--- config.mk ---
export PLATFORM = sky130hd
export DESIGN_NAME = rbverify_top
export DESIGN_NICKNAME = d
export VERILOG_FILES = /design/src/rtl/rbverify_pkg.sv /design/src/rtl/rbv_join.sv /design/src/rtl/rbv_compare.sv /design/src/rtl/rbv_errcnt.sv /design/src/rtl/rbv_seq.sv /design/src/rtl/rbverify_top.sv
export SDC_FILE = /design/constraint.sdc
export NUM_CORES = 1
export LEC_CHECK = 0
export BUFFER_PORTS_ARGS = -buffer_cell sky130_fd_sc_hd__buf_2
export CORE_MARGIN = 2
export CORE_UTILIZATION = 32
export CTS_CLUSTER_SIZE = 30
export DETAILED_ROUTE_END_ITERATION = 16
export GPL_TIMING_DRIVEN = 0
export PLACE_DENSITY_LB_ADDON = 0.15
export REMOVE_ABC_BUFFERS = 1
export SLEW_MARGIN = 25
export SYNTH_ARGS = -nofsm -noshare
export SYNTH_HDL_FRONTEND = slang
export SYNTH_HIERARCHICAL = 1
export SYNTH_SLANG_ARGS = --single-unit
--- constraint.sdc ---
create_clock -name clk -period 2.95 [get_ports clk]
set_clock_uncertainty 0.15 [all_clocks]
set_input_delay 0.885 -clock clk [delete_from_list [all_inputs] [get_ports clk]]
set_output_delay 0.885 -clock clk [all_outputs]
set_load 0.05 [all_outputs]
--- src/rtl/rbverify_pkg.sv ---
package rbverify_pkg;

   // Byte length of one stored reference file (368 KiB).
   localparam int unsigned RBV_DEFAULT_LEN = 376832;

   typedef enum logic [1:0] {
      PH_IDLE = 2'd0,
      PH_RUN  = 2'd1,
      PH_DONE = 2'd2
   } rbv_phase_e;

   function automatic int unsigned rbv_pos_width(input int unsigned len);
      return (len > 1) ? $clog2(len) : 1;
   endfunction

endpackage

--- src/rtl/rbv_join.sv ---
module rbv_join (
   input  logic clk,
   input  logic rst_n,
   input  logic active,
   input  logic start,
   input  logic rb_valid,
   input  logic fl_valid,
   output logic rb_ready,
   output logic fl_ready,
   output logic fire
);

   logic open_w;

   assign open_w   = active & ~start;
   assign rb_ready = open_w & fl_valid;
   assign fl_ready = open_w & rb_valid;
   assign fire     = rb_valid & rb_ready;


   fire_both_sides_chk: assert property (@(posedge clk) disable iff (!rst_n)
      fire |-> (fl_valid && fl_ready && rb_ready));


   start_blocks_chk: assert property (@(posedge clk) disable iff (!rst_n)
      start |-> (!rb_ready && !fl_ready));

endmodule

--- src/rtl/rbv_compare.sv ---
module rbv_compare #(
   parameter int unsigned DW      = 8,
   parameter bit          MASK_EN = 1'b1
) (
   input  logic [DW-1:0] data,
   input  logic [DW-1:0] gold,
   input  logic [DW-1:0] mask,
   output logic          mismatch
);

   logic [DW-1:0] bit_miss;

   generate
      if (DW < 1) begin : g_bad_dw
         $error("rbv_compare: DW must be at least 1");
      end
      for (genvar b = 0; b < DW; b++) begin : g_bit
         if (MASK_EN) begin : g_masked
            assign bit_miss[b] = gold[b] ^ (mask[b] & data[b]);
         end else begin : g_plain
            assign bit_miss[b] = gold[b] ^ data[b];
         end
      end
   endgenerate

   assign mismatch = |bit_miss;

endmodule

--- src/rtl/rbv_errcnt.sv ---
module rbv_errcnt #(
   parameter int unsigned CW       = 4,
   parameter bit          SATURATE = 1'b1
) (
   input  logic          clk,
   input  logic          rst_n,
   input  logic          clear,
   input  logic          inc,
   output logic [CW-1:0] count
);

   localparam logic [CW-1:0] TOP = {CW{1'b1}};

   logic [CW-1:0] cnt_q;
   logic [CW-1:0] cnt_nx;

   generate
      if (CW < 1) begin : g_bad_cw
         $error("rbv_errcnt: CW must be at least 1");
      end
      if (SATURATE) begin : g_sat
         always_comb begin
            cnt_nx = cnt_q;
            if (inc && cnt_q != TOP) cnt_nx = cnt_q + 1'b1;
         end


         no_overflow_chk: assert property (@(posedge clk) disable iff (!rst_n)
            (!clear && cnt_q == TOP) |=> (cnt_q == TOP));
      end else begin : g_wrap
         always_comb begin
            cnt_nx = cnt_q;
            if (inc) cnt_nx = cnt_q + 1'b1;
         end
      end
   endgenerate

   always_ff @(posedge clk or negedge rst_n) begin
      if (!rst_n)     cnt_q <= '0;
      else if (clear) cnt_q <= '0;
      else            cnt_q <= cnt_nx;
   end

   assign count = cnt_q;


   hold_idle_chk: assert property (@(posedge clk) disable iff (!rst_n)
      (!clear && !inc) |=> $stable(cnt_q));


   clear_zero_chk: assert property (@(posedge clk) disable iff (!rst_n)
      clear |=> (cnt_q == '0));

endmodule

--- src/rtl/rbv_seq.sv ---
module rbv_seq
   import rbverify_pkg::*;
#(
   parameter int unsigned LEN = RBV_DEFAULT_LEN
) (
   input  logic clk,
   input  logic rst_n,
   input  logic start,
   input  logic fire,
   output logic active,
   output logic done
);

   localparam int unsigned PW = rbv_pos_width(LEN);
   localparam logic [PW-1:0] LAST_POS = PW'(LEN - 1);

   rbv_phase_e    phase_q;
   logic [PW-1:0] pos_q;
   logic          at_last;

   generate
      if (LEN < 1) begin : g_bad_len
         $error("rbv_seq: LEN must be at least 1");
      end
   endgenerate

   assign at_last = (pos_q == LAST_POS);

   always_ff @(posedge clk or negedge rst_n) begin
      if (!rst_n) begin
         phase_q <= PH_IDLE;
         pos_q   <= '0;
      end else if (start) begin
         phase_q <= PH_RUN;
         pos_q   <= '0;
      end else if (fire && phase_q == PH_RUN) begin
         if (at_last) phase_q <= PH_DONE;
         else         pos_q   <= pos_q + 1'b1;
      end
   end

   assign active = (phase_q == PH_RUN);
   assign done   = (phase_q == PH_DONE);


   pos_range_chk: assert property (@(posedge clk) disable iff (!rst_n)
      pos_q <= LAST_POS);


   done_sticky_chk: assert property (@(posedge clk) disable iff (!rst_n)
      (done && !start) |=> done);


   done_after_last_chk: assert property (@(posedge clk) disable iff (!rst_n)
      (fire && at_last && !start) |=> done);

endmodule

--- src/rtl/rbverify_top.sv ---
module rbverify_top
   import rbverify_pkg::*;
#(
   parameter int unsigned DW       = 8,
   parameter int unsigned LEN      = RBV_DEFAULT_LEN,
   parameter int unsigned CW       = 4,
   parameter bit          MASK_EN  = 1'b1,
   parameter bit          SATURATE = 1'b1
) (
   input  logic          clk,
   input  logic          rst_n,
   input  logic          start,
   input  logic          rb_valid,
   input  logic [DW-1:0] rb_data,
   output logic          rb_ready,
   input  logic          fl_valid,
   input  logic [DW-1:0] fl_gold,
   input  logic [DW-1:0] fl_mask,
   output logic          fl_ready,
   output logic          scrub_req,
   output logic [CW-1:0] err_count,
   output logic          done
);

   logic active;
   logic fire;
   logic mismatch;
   logic bad_hit;
   logic scrub_q;

   generate
      if (DW < 1 || CW < 1 || LEN < 1) begin : g_bad_param
         $error("rbverify_top: DW, CW and LEN must all be at least 1");
      end
   endgenerate

   rbv_join u_join (
      .clk      (clk),
      .rst_n    (rst_n),
      .active   (active),
      .start    (start),
      .rb_valid (rb_valid),
      .fl_valid (fl_valid),
      .rb_ready (rb_ready),
      .fl_ready (fl_ready),
      .fire     (fire)
   );

   rbv_compare #(.DW(DW), .MASK_EN(MASK_EN)) u_cmp (
      .data     (rb_data),
      .gold     (fl_gold),
      .mask     (fl_mask),
      .mismatch (mismatch)
   );

   assign bad_hit = fire & mismatch;

   rbv_errcnt #(.CW(CW), .SATURATE(SATURATE)) u_cnt (
      .clk   (clk),
      .rst_n (rst_n),
      .clear (start),
      .inc   (bad_hit),
      .count (err_count)
   );

   rbv_seq #(.LEN(LEN)) u_seq (
      .clk    (clk),
      .rst_n  (rst_n),
      .start  (start),
      .fire   (fire),
      .active (active),
      .done   (done)
   );

   always_ff @(posedge clk or negedge rst_n) begin
      if (!rst_n) scrub_q <= 1'b0;
      else        scrub_q <= bad_hit;
   end

   assign scrub_req = scrub_q;


   scrub_counted_chk: assert property (@(posedge clk) disable iff (!rst_n)
      scrub_req |-> (err_count != '0));


   rb_stall_chk: assert property (@(posedge clk) disable iff (!rst_n)
      rb_ready |-> fl_valid);


   done_closed_chk: assert property (@(posedge clk) disable iff (!rst_n)
      done |-> (!rb_ready && !fl_ready));

endmodule

==> flow_metrics.env <==
export IMPL_drtPass1Iterations=4
export IMPL_crit_family="simple AND/OR/NAND/NOR gates"
export IMPL_place_hpwl_mm=2.55
export IMPL_synth_area_top_cells="dfrtp_1, a21oi_1, mux2_4, nor2b_1, mux2_2"
export IMPL_nFillCells=527
export IMPL_r2r_end="u_seq/pos_q[18]$_DFFE_PN0P_"
export IMPL_path_class="input pin to flop"
export IMPL_min_period_over_period_pct=94.4
export IMPL_clkLatencyLatePin_ns=0.27
export IMPL_arrival_ns=2.80
export IMPL_io_pins=37
export IMPL_post_place_ws_ns=-0.341
export IMPL_crit_path_end_kind="flop"
export IMPL_ys_flop_type="dfrtp_1"
export IMPL_yosys_area_top_type_share_pct=38.4
export IMPL_grt_first_pass_wirelength_mm=6.31
export IMPL_grt_util_all_layers_pct=12.7
export IMPL_finalWeightedCongestion=0.701
export IMPL_status="finished, final reports clean"
export IMPL_clock_fmax_mhz=359
export IMPL_clk_path_buf_depth=2
export IMPL_grt_max_degree=39
export IMPL_num_vias=1421
export IMPL_crit_fanout=38
export IMPL_diodes=0
export IMPL_setup_viol=0
export IMPL_nets=240
export IMPL_grt_overflow=0
export IMPL_ir_worst_vdd_v=0.000179
export IMPL_drc=0
export IMPL_syn_to_final_growth_pct=16.2
export IMPL_drive_gt1_share_pct=29.5
export IMPL_io_buffers=36
export IMPL_tightest_slew_ns=0.623
export IMPL_postSynthCellCount=174
export IMPL_p_leak_uw=0.000894
export IMPL_grt_pass1_vias=1378
export IMPL_synth_seq_cells=26
export IMPL_cts_max_level=1
export IMPL_critical_path_max_stage_delay_ns=0.37
export IMPL_yosysMostFrequentCell="dfrtp_1"
export IMPL_setup_ws_ns=0.166
export IMPL_row_count=26
export IMPL_worstSetupStartpoint="start"
export IMPL_postSynthAreaPerCell_um2=9.74
export IMPL_hp_class="flop to flop"
export IMPL_startpoint_type="input pin"
export IMPL_antenna_found_initial=0
export IMPL_fin_crit_ns=2.78
export IMPL_core_um2=5110
export IMPL_regToRegSetupSlack_ns=0.62
export IMPL_seq_area_frac_synth_pct=38.4
export IMPL_synth_edf_count=0
export IMPL_cap_violations=0
export IMPL_synthTopCellsByCount="dfrtp_1, a21oi_1, nor2_1, nand2_1, nor2b_1"
export IMPL_power_density_nw_per_um2=326
export IMPL_cts_made_buffers=3
export IMPL_hold_viol_final=0
export IMPL_slew_viol_final=0
export IMPL_worstReg2RegStart="u_seq/phase_q[0]$_DFFE_PN0P_"
export IMPL_reg2regPathDepth=6
export IMPL_crit_required_ns=2.96
export IMPL_clkSinkCount=26
export IMPL_cts_tree="done"
export IMPL_rsz0062_at_grt="false"
export IMPL_avgRoutedWirePerCell_um=12.8
export IMPL_clockRootBuffer="clkbuf_8"
export IMPL_synth_top_area_cell="dfrtp_1"
export IMPL_drt_iter0_drc=58
export IMPL_clkTransAtPathRegs_ns=0.09
export IMPL_fp_dieH_um=76.8
export IMPL_start_util_pct=33.2
export IMPL_timing_slew_headroom_pct=58.4
export IMPL_synth_area_um2=1700
export IMPL_postSynth_asyncResetShare_pct=100
export IMPL_critical_path_cell_chain="clkbuf_4, and4b_1, and3b_2, nand3_1, nor4_1, mux2_2"
export IMPL_vias_per_cell=5.13
export IMPL_ys_warn_count=6
export IMPL_routed_wl_mm=3.54
export IMPL_critical_path_depth=6
export IMPL_die_w_um=76.8
export IMPL_ys_types=48
export IMPL_cpMaxStageDelayCell="mux2_2"
export IMPL_finalNonFillerCells=277
export IMPL_dpl_cell_count=274
export IMPL_cp_buffers_inverters=1
export IMPL_final_setup_tns_ns=0
export IMPL_crit_end="u_seq/pos_q[18]$_DFFE_PN0P_"
export IMPL_antenna_left=0
export IMPL_dieArea_um2=5900
-- metrics by stage --
stage / instance area, µm² / total power (µW) / hold slack (ns) / util, %
finish: 1970 / 641 / 0.390 / 38.6
global route: 1970 / 675 / 0.395 / 38.6
CTS: 1970 / 656 / 0.386 / 38.5
detailed placement: 1930 / 449 / 0.363 / 37.7
global placement: 1930 / 448 / 0.366 / 37.7
floorplan: 1660 / 406 / 0.329 / -
-- cell families (layout without fill, tap and decap cells) --
logic type      count (synthesis)  after routing  share of synthesized area, %
buf+inv                         9             42                          2.88
mux                            11             11                          8.27
flops                          26             26                          38.4
fa+ha+maj                       2              2                          1.48
compound gates                 42             42                          16.5
simple gates                   84             84                          32.5
-- flip-flops by register name, indices dropped and copies added (netlist names) --
| name | cells |
|---|---|
| scrub_req | 1 |
| u_cnt/count | 4 |
| u_seq/phase_q | 2 |
| u_seq/pos_q | 19 |
-- layout by cell type, fill, tap and decap left out, types with 5 or more instances in the layout --
| cell | synthesis | routed |
|---|---|---|
| nand4_1 | 5 | 5 |
| nand2_1 | 10 | 10 |
| nor2b_1 | 10 | 10 |
| a21oi_1 | 17 | 17 |
| and3_1 | 7 | 7 |
| nand3_1 | 8 | 8 |
| mux2_4 | 5 | 5 |
| buf_2 | 0 | 35 |
| dfrtp_1 | 26 | 26 |
| nor2_1 | 11 | 11 |
-- worst register-to-register path, cell delays in order, from the launching register on --
cell     delay (ns)
dfrtp_1        0.39
nor2b_1        0.19
and4b_1        0.24
and3b_2        0.34
nand3_1        0.21
nor4_1         0.33
mux2_2         0.37
-- worst min path at each step --
stage | startpoint | to | cells past startpoint
floorplan | u_seq/phase_q[0]$_DFFE_PN0P_ | u_seq/phase_q[0]$_DFFE_PN0P_ | 1
global placement | u_seq/phase_q[0]$_DFFE_PN0P_ | u_seq/phase_q[0]$_DFFE_PN0P_ | 1
detailed placement | u_seq/phase_q[0]$_DFFE_PN0P_ | u_seq/phase_q[0]$_DFFE_PN0P_ | 1
CTS | u_seq/phase_q[0]$_DFFE_PN0P_ | u_seq/phase_q[0]$_DFFE_PN0P_ | 1
global route | u_seq/phase_q[0]$_DFFE_PN0P_ | u_seq/phase_q[0]$_DFFE_PN0P_ | 1
finish | u_seq/pos_q[2]$_DFFE_PN0P_ | u_seq/pos_q[2]$_DFFE_PN0P_ | 1
-- what timing repair did --
item | 4_1_cts | 5_1_grt
gates cloned | 0 | 0
endpoints found under the setup margin | 1 | 2
setup buffers | 0 | 0
hold buffers | 0 | 0
resized for setup | 1 | 1
-- power breakdown --
group | switching [µW] | internal [µW]
clock | 109 | 91.5
combinational | 46.4 | 33.6
sequential | 2.51 | 358
-- layer usage --
metal  vias to the layer above  share of wire (%)  track usage, %
met5                         -                  0               0
met4                         0               0.42            2.18
met3                         2                4.0            2.71
met2                        26                 47            21.0
met1                       661                 49            17.2
li1                        732                  -               -
-- final cells by class --
type                            instances  area, µm²  share of cell area [%]
Tap cell                               70       87.6                    4.44
Inverter                                3       11.3                   0.571
Timing Repair Buffer                   36        183                    9.27
Clock buffer                            3       41.3                    2.10
Sequential cell                        26        651                    33.0
Multi-Input combinational cell        139        997                    50.6
No activity file was read; power rests on OpenSTA's default activity.
